==> src/rtl/fds_pkg.sv <==
package fds_pkg;
  localparam int unsigned BYTE_W   = 8;
  localparam int unsigned PHASE_W  = 2;
  localparam int unsigned SOLO_BIT = 6;
  localparam int unsigned SEL_LSB  = 4;

  typedef struct packed {
    logic               solo;
    logic [PHASE_W-1:0] sel;
  } phase_cfg_t;
endpackage

==> src/rtl/fds_pkt_rx.sv <==
module fds_pkt_rx
  import fds_pkg::*;
#(
  parameter logic [BYTE_W-1:0] PKT_ID = 8'h02
) (
  input  logic              clk,
  input  logic              rst_n,
  input  logic              wr_valid,
  input  logic              wr_first,
  input  logic [BYTE_W-1:0] wr_data,
  output logic              wr_ready,
  output logic              commit,
  output logic [BYTE_W-1:0] force_new,
  output phase_cfg_t        phase_new
);
  localparam logic [1:0] SLOT_LAST = 2'd3;

  logic              rdy_q;
  logic [1:0]        slot_q;
  logic              id_ok_q;
  logic [BYTE_W-1:0] frc_byte_q;
  logic [BYTE_W-1:0] ph_byte_q;
  logic              take;

  assign wr_ready = rdy_q;
  assign take     = wr_valid && rdy_q;

  always_ff @(posedge clk) begin
    if (!rst_n) rdy_q <= 1'b0;
    else        rdy_q <= 1'b1;
  end

  always_ff @(posedge clk) begin
    if (!rst_n) begin
      slot_q     <= '0;
      id_ok_q    <= 1'b0;
      frc_byte_q <= '0;
      ph_byte_q  <= '0;
    end else if (take) begin
      if (wr_first) begin
        slot_q  <= 2'd1;
        id_ok_q <= (wr_data == PKT_ID);
      end else begin
        case (slot_q)
          2'd1: begin frc_byte_q <= wr_data; slot_q <= 2'd2; end
          2'd2: begin ph_byte_q  <= wr_data; slot_q <= 2'd3; end
          2'd3: slot_q <= 2'd0;
          default: slot_q <= 2'd0;
        endcase
      end
    end
  end

  assign commit        = take && !wr_first && (slot_q == SLOT_LAST) && id_ok_q;
  assign force_new     = frc_byte_q;
  assign phase_new.solo = ph_byte_q[SOLO_BIT];
  assign phase_new.sel  = ph_byte_q[SEL_LSB +: PHASE_W];
endmodule

==> src/rtl/fds_frame_match.sv <==
module fds_frame_match #(
  parameter int unsigned FRAME_W = 7,
  parameter int unsigned MASK_W  = 8,
  parameter int unsigned COLL_W  = 3
) (
  input  logic [FRAME_W-1:0] frame_num,
  input  logic [COLL_W-1:0]  collapse,
  input  logic [MASK_W-1:0]  assign_mask,
  input  logic [MASK_W-1:0]  force_mask,
  output logic               decode_en
);
  logic [FRAME_W-1:0] low_mask;
  logic [FRAME_W-1:0] residue;
  logic [MASK_W-1:0]  asg_hit;
  logic [MASK_W-1:0]  frc_hit;

  always_comb begin
    low_mask = '0;
    for (int i = 0; i < int'(FRAME_W); i++) begin
      if (i < int'(collapse)) low_mask[i] = 1'b1;
    end
    residue = frame_num & low_mask;
  end

  for (genvar k = 0; k < int'(MASK_W); k++) begin : g_slot
    assign asg_hit[k] = assign_mask[k] && (residue   == FRAME_W'(k));
    assign frc_hit[k] = force_mask[k]  && (frame_num == FRAME_W'(k));
  end

  assign decode_en = (|asg_hit) || (|frc_hit);
endmodule

==> src/rtl/fds_phase_ctl.sv <==
module fds_phase_ctl
  import fds_pkg::*;
#(
  parameter int unsigned BLK_W = 4
) (
  input  logic             clk,
  input  logic             rst_n,
  input  logic             rx_on,
  input  logic             block_tick,
  input  logic [BLK_W-1:0] block_idx,
  input  logic             commit,
  input  phase_cfg_t       cfg_new,
  output phase_cfg_t       cfg_act,
  output logic             pend
);
  phase_cfg_t shadow_q, act_q;
  logic       pend_q;
  logic       frame_edge;

  assign frame_edge = block_tick && (block_idx == '0);

  always_ff @(posedge clk) begin
    if (!rst_n) begin
      shadow_q <= '0;
      act_q    <= '0;
      pend_q   <= 1'b0;
    end else if (commit) begin
      shadow_q <= cfg_new;
      if (rx_on) begin
        pend_q <= 1'b1;
      end else begin
        act_q  <= cfg_new;
        pend_q <= 1'b0;
      end
    end else if (pend_q && (!rx_on || frame_edge)) begin
      act_q  <= shadow_q;
      pend_q <= 1'b0;
    end
  end

  assign cfg_act = act_q;
  assign pend    = pend_q;
endmodule

==> src/rtl/frame_decode_sel.sv <==
module frame_decode_sel
  import fds_pkg::*;
#(
  parameter int unsigned FRAME_W = 7,
  parameter int unsigned BLK_W   = 4,
  parameter int unsigned COLL_W  = 3,
  parameter logic [7:0]  PKT_ID  = 8'h02
) (
  input  logic               clk,
  input  logic               rst_n,
  input  logic               wr_valid,
  input  logic               wr_first,
  input  logic [7:0]         wr_data,
  output logic               wr_ready,
  input  logic               rx_on,
  input  logic               block_tick,
  input  logic [BLK_W-1:0]   block_idx,
  input  logic [FRAME_W-1:0] frame_num,
  input  logic [COLL_W-1:0]  collapse,
  input  logic [7:0]         assign_mask,
  output logic               decode_en,
  output logic               solo_phase,
  output logic [1:0]         phase_sel
);
  localparam int unsigned MASK_W = BYTE_W;

  logic              commit;
  logic [MASK_W-1:0] force_new;
  logic [MASK_W-1:0] force_q;
  phase_cfg_t        phase_new;
  phase_cfg_t        phase_act;
  logic              phase_pend;

  fds_pkt_rx #(.PKT_ID(PKT_ID)) u_rx (
    .clk       (clk),
    .rst_n     (rst_n),
    .wr_valid  (wr_valid),
    .wr_first  (wr_first),
    .wr_data   (wr_data),
    .wr_ready  (wr_ready),
    .commit    (commit),
    .force_new (force_new),
    .phase_new (phase_new)
  );

  always_ff @(posedge clk) begin
    if (!rst_n)      force_q <= '0;
    else if (commit) force_q <= force_new;
  end

  fds_frame_match #(.FRAME_W(FRAME_W), .MASK_W(MASK_W), .COLL_W(COLL_W)) u_match (
    .frame_num   (frame_num),
    .collapse    (collapse),
    .assign_mask (assign_mask),
    .force_mask  (force_q),
    .decode_en   (decode_en)
  );

  fds_phase_ctl #(.BLK_W(BLK_W)) u_phase (
    .clk        (clk),
    .rst_n      (rst_n),
    .rx_on      (rx_on),
    .block_tick (block_tick),
    .block_idx  (block_idx),
    .commit     (commit),
    .cfg_new    (phase_new),
    .cfg_act    (phase_act),
    .pend       (phase_pend)
  );

  assign solo_phase = phase_act.solo;
  assign phase_sel  = phase_act.sel;
endmodule

==> config.mk <==
export PLATFORM = sky130hd
export DESIGN_NAME = frame_decode_sel
export DESIGN_NICKNAME = d
export VERILOG_FILES = /design/src/rtl/fds_pkg.sv /design/src/rtl/fds_pkt_rx.sv /design/src/rtl/fds_frame_match.sv /design/src/rtl/fds_phase_ctl.sv /design/src/rtl/frame_decode_sel.sv
export SDC_FILE = /design/constraint.sdc
export NUM_CORES = 1
export LEC_CHECK = 0
export BUFFER_PORTS_ARGS = -buffer_cell sky130_fd_sc_hd__buf_2
export CAP_MARGIN = 30
export CORE_AREA = 4 4 54 105
export DETAILED_ROUTE_END_ITERATION = 10
export DIE_AREA = 0 0 58 109
export SYNTH_ARGS = -nofsm -noshare
export SYNTH_HDL_FRONTEND = slang
export SYNTH_SLANG_ARGS = --single-unit
==> constraint.sdc <==
create_clock -name clk -period 3.1 [get_ports clk]
set_input_delay 0.93 -clock clk [delete_from_list [all_inputs] [get_ports clk]]
set_output_delay 0.93 -clock clk [all_outputs]
set_load 0.02 [all_outputs]
# Word-level counts from Yosys, hierarchy flattened
# Cells that the tools add are included.
[classes]
magnitude_cmp = 7
n_eq_ne = 19
n_mux = 16
bitwise = 2
reduce_logical = 36
[ops]
columns = ["op", "n"]
rows = [
  ["equality test 7 x 3 -> 1 bit (second input constant)", 8],
  ["equality test 7 x 2 -> 1 bit (second input constant)", 4],
  ["logical AND 1 bit", 22],
  ["OR reduction 8 bit", 2],
  ["equality test 7 x 1 -> 1 bit (second input constant)", 2],
  ["logical NOT 7 bit", 2],
  ["two-way mux 1 bit", 11],
  ["< comparator 3 bit (first input constant)", 3],
  ["two-way mux 3 bit", 3],
  ["equality test 8 x 2 -> 1 bit (second input constant)", 1],
  ["AND 7 bit", 1],
  ["< comparator 1 x 3 -> 1 bit (first input constant)", 2],
  ["< comparator 2 x 3 -> 1 bit (first input constant)", 2],
  ["AND reduction 3 bit", 2],
  ["equality test 2 bit (second input constant)", 2],
  ["logical NOT 4 bit", 1],
  ["one-hot mux 2 bit (2 select lines)", 1],
  ["AND reduction 2 bit", 2],
  ["equality test 2 x 1 -> 1 bit (second input constant)", 1],
  ["logical NOT 1 bit", 2],
  ["logical OR 1 bit", 2],
  ["two-way mux 2 bit", 1],
  ["inequality test 2 bit (second input constant)", 1],
  ["nonzero test 2 bit", 1],
  ["inverter 1 bit", 1],
]
[totals]
register_bits = 34
inputBits = 36
output_inout_bits = 5
elab_cells = 91

# Logic depth before layout (Yosys ltp)
[depth]
ltp_word = 7
mapped_depth = 6
depth_no_buf = 6

# By module
# From an unflattened synthesis, not the netlist that was laid out.
[unflattened]
hier_cells = 154
area_unflattened_um2 = 1544.0
[modules_own_cells]
columns = ["mod", "instances", "cells_each", "area_each_um2", "seq_area_each_um2"]
rows = [
  ["fds_pkt_rx", 1, 74, 700.7, 300.3],
  ["fds_phase_ctl", 1, 27, 319.1, 140.1],
  ["frame_decode_sel", 1, 25, 301.5, 160.2],
  ["fds_frame_match", 1, 28, 222.7, 0.0],
]

# Least setup slack after synthesis
# No wires, ideal clock.
[synth_timing]
path_type = "input -> output"
start = "input frame_num[0]"
end = "output decode_en"
arrival_ns = 2.119
required_ns = 2.170
setup_slack_ns = 0.051
path_stages = 5
n_path_buf = 1
path_cell_list = "buf_2 > o22a_1 > a21oi_1 > a221oi_1 > o32ai_1"
[synth_via]
elab_chain_cells = 5
word_cells_on_any_way = 36
classes_between = "eq/ne (14); bitwise (1); reduce/logical (21)"
[synth_lines]
columns = ["item", "line_no", "source"]
rows = [
  ["start, declared", "frame_decode_sel.sv:18", "input logic [FRAME_W-1:0] frame_num,"],
  ["AND 7 bit", "fds_frame_match.sv:22", "residue = frame_num & low_mask;"],
  ["equality test 7 x 1 -> 1 bit, or another cell as far along", "fds_frame_match.sv:26", "assign asg_hit[k] = assign_mask[k] && (residue == FRAME_W'(k));"],
  ["logical AND 1 bit", "fds_frame_match.sv:26", ""],
  ["OR reduction 8 bit", "fds_frame_match.sv:30", "assign decode_en = (|asg_hit) || (|frc_hit);"],
  ["logical OR 1 bit (*)", "fds_frame_match.sv:30", ""],
  ["end, declared", "frame_decode_sel.sv:21", "output logic decode_en,"],
]
# Every way passes the cells marked *; elsewhere a longest branch is shown, timed or not.

# Final worst setup path
[layout_timing]
start = "input collapse[1]"
end = "output decode_en"
[layout_via]
elab_chain_cells = 7
word_cells_on_any_way = 33
classes_between = "order compare (7); eq/ne (7); mux (7); bitwise (1); reduce/logical (11)"
[layout_lines]
columns = ["item", "line_no", "source"]
rows = [
  ["start, declared", "frame_decode_sel.sv:19", "input logic [COLL_W-1:0] collapse,"],
  ["< comparator 1 x 3 -> 1 bit, or another cell as far along", "fds_frame_match.sv:20", "if (i < int'(collapse)) low_mask[i] = 1'b1;"],
  ["two-way mux 1 bit", "fds_frame_match.sv:20", ""],
  ["AND 7 bit (*)", "fds_frame_match.sv:22", ""],
  ["equality test 7 x 1 -> 1 bit, or another cell as far along", "fds_frame_match.sv:26", ""],
  ["logical AND 1 bit", "fds_frame_match.sv:26", ""],
  ["OR reduction 8 bit (*)", "fds_frame_match.sv:30", ""],
  ["logical OR 1 bit (*)", "fds_frame_match.sv:30", ""],
]
# Marks and branches as above.

==> results by group <==
Cells and area
  – Final #Nets: 244
  – Layout area overhead: 23.2%
  – # diodes: 0
  – Post-layout util: 0.351
  – Layout cell share with drive strength beyond 1: 0.272

Clocking
  – Post-CTS setup repair buffer count: 0
  – CTS tree: yes
  – Clk_lat worst skew: 0.27 ns
  – CTS Buffer Depth: 2
  – Clk sinks: 30
  – H-tree levels: 2
  – Root buffer cell: clkbuf_8
  – Total CTS buffers: 5
  – Reg clk slew, reported paths: ~0.060 ns

GRT
  – Overflow after GRT: 0
  – Largest net degree at the start of global routing: 29
  – GRT Util Overall: 0.110
  – Vias in the first global route: 1243
  – Antenna violations before repair: 0
  – First-pass GRT wire length: 5310 um

Routing
  – DRC violation total after the first TritonRoute iteration: 36
  – DRT Pass-1 Iters: 4
  – Wire per inst: about 12 um
  – Via count: 1298
  – Wirelength, routed: 3120 um
  – Post-DR vias/cell: 4.94
  – Final ANT Viol Nets: 0
  – DRC Markers: 0

Yosys
  – Asr flop ratio synth: 0
  – Largest area contributor in the netlist: dfxtp_1
  – Post-synth top cells: nand2_1, dfxtp_1, a21oi_1, mux2i_1, nor2_1
  – Top-count cell post-synth: nand2_1
  – Top-area cell type share of the netlist area: 0.433
  – Synthesized instance count: 165
  – Mean Syn Cell Area: 8.41 um^2
  – #FFs+latches synth: 30
  – Share of the yosys chip area belonging to registers: 0.433
  – Syn Nets: 204
  – Synth cell types: 38
  – Largest cells by area after synthesis: dfxtp_1, nand2_1, a21oi_1, mux2i_1, ha_1
  – Main synth FF type: dfxtp_1
  – Synthesized area: 1390 um^2
  – Number of enable flip-flop cells after synthesis: 0
  – Syn. warnings: 0

Setup path
  – Critical Path Most Common Cell: buf_2
  – Crit path capture type: output port
  – CP required: 2.17 ns
  – Crit path cell chain: buf_2 > o311a_1 > a221oi_1 > o32ai_1 > buf_2
  – Peak per-stage delay on the critical path: 0.37 ns
  – CP Class: in -> out
  – Crit path max-delay cell type: o311a_1
  – Data arrival time of the worst path: 2.03 ns
  – CP Max Fanout: 6
  – Crit path launch type: primary input

Placement
  – # port buffers: 40
  – Dpl hpwl: approximately 2400 um
  – Placer Congestion: 0.792

Timing
  – Worst relative slew slack: 0.642
  – RSZ-0062 raised after global routing: false
  – Crit share post-route: 0.954
  – Final min period: 2.96 ns
  – Final hold vios: 0
  – Max Freq: roughly 340 MHz
  – Hold WS: roughly 0.45 ns
  – Final setup vio count: 0
  – Clock Skew: approximately 0.0051 ns
  – Max Slew Vio Count: 0
  – Worst Tran Pin Value: 0.536 ns

Run
  – Max-cap violation count: 0

Pwr
  – Seq pwr share: 0.502
  – Combinational power share: 0.096
  – VDD IR-drop max: 0.252 mV
  – Switching Fraction: 0.229
  – Pwr dens: 455 nW/um^2
  – Clock power share: 0.402
  – Switching power total: 0.178 mW
  – Lkg Pwr: 0.669 nW
  – P_int: 0.600 mW

Floorplanning
  – Core area: ~4900 um^2
  – Chip height: approximately 110 um
  – # rows: 36
  – Die X-Extent: roughly 58 um
  – Starting density of the core: 0.285
  – IO Pins: approximately 40
  – Full die area: approximately 6300 um^2

Worst hold path
  – Min-delay worst type: reg -> reg

Outcome
  – Status: completed
==> layout make-up <==
type                       instances  area [um^2]
inverter                           3         11.3
timing repair buffer              40          200
clock inverter                     1         5.00
clock buffer                       7         86.3
tap                               57         71.3
sequential                        30          601
multi-input combinational        125          734
fill                             545         3160
==> power groups by stage <==
stage                     sequential (mW)  combinational (mW)  clock (mW)
final                               0.391              0.0746       0.313
after global placement              0.399              0.0741           0
after floorplan                     0.400              0.0368           0
after detailed placement            0.399              0.0743           0
after global routing                0.391              0.0839       0.347
after CTS                           0.391              0.0748       0.326
==> worst max-delay path, delay by kind of cell <==
family / cells / cell delay [ns]
AO/OA/AOI/OAI: 3 / 0.79
buffers and inverters: 2 / 0.31
==> routing by layer <==
| layer | global-route usage | up-vias | wire, um |
|---|---|---|---|
| met5 | 0 | - | 0 |
| met1 | 0.105 | 593 | 1140 |
| met4 | 0.0647 | 0 | 95 |
| li1 | - | 665 | - |
| met2 | 0.201 | 32 | 1690 |
| met3 | 0.0308 | 8 | 181 |
==> placed cells by master, fill, tap and decap left out, types with 2 or more instances in the layout <==
cell type	instances
buf_2	40
nor2b_1	2
nand2_1	41
nor4_1	2
ha_1	3
a311oi_1	3
inv_1	2
nand3_1	4
dfxtp_1	30
a21oi_1	28
nor2_1	7
nor3_1	3
clkbuf_8	6
a221oi_1	2
o211ai_1	2
o21ai_0	2
mux2i_1	7
==> flip-flops by register name, indices dropped and copies added (netlist names) <==
register          count
force_q               8
u_rx.force_new        8
u_phase.cfg_act       3
u_phase.shadow_q      3
u_rx.ph_byte_q        3
u_rx.slot_q           2
u_phase.pend          1
u_rx.id_ok_q          1
u_rx.wr_ready         1
==> repair_timing <==
item / CTS / global route
endpoints found under the setup margin: 1 / 1
gates resized for setup: 1 / 1
hold buffers: 0 / 0
==> kinds of logic after synthesis <==
group	count (synthesis)	share of synthesized area
muxes	8	0.0586
buffers and inverters	10	0.0406
AOI/OAI and AO/OA	48	0.220
and+or+nand+nor	66	0.221
adders and majority gates	3	0.0271
DFF	30	0.433
==> metrics by stage <==
stage	instance area, um^2	setup slack (ns)	cells	TNS, ns	total power, mW
6_report	1710	0.141	263	0	0.778
5_1_grt	1710	0.0226	263	0	0.821
4_1_cts	1710	0.0946	263	0	0.791
3_5_place_dp	1610	-0.00873	255	-0.00873	0.473
3_3_place_gp	1610	0.0115	255	0	0.473
2_1_floorplan	1390	0.0506	165	0	0.436
==> final timing paths <==
path              slack (ns)                         from  cells past startpoint                         endpoint
hold reg to reg         0.45      force_q[5]$_SDFFE_PN0P_                      2          force_q[5]$_SDFFE_PN0P_
setup / recovery        0.14                  collapse[1]                      5                        decode_en
hold / removal          0.45      force_q[5]$_SDFFE_PN0P_                      2          force_q[5]$_SDFFE_PN0P_
setup reg to reg        1.44  u_rx.slot_q[1]$_SDFFE_PN0P_                      5  u_phase.cfg_act[1]$_SDFFE_PN0P_
No activity file was read; power rests on OpenSTA's default activity.
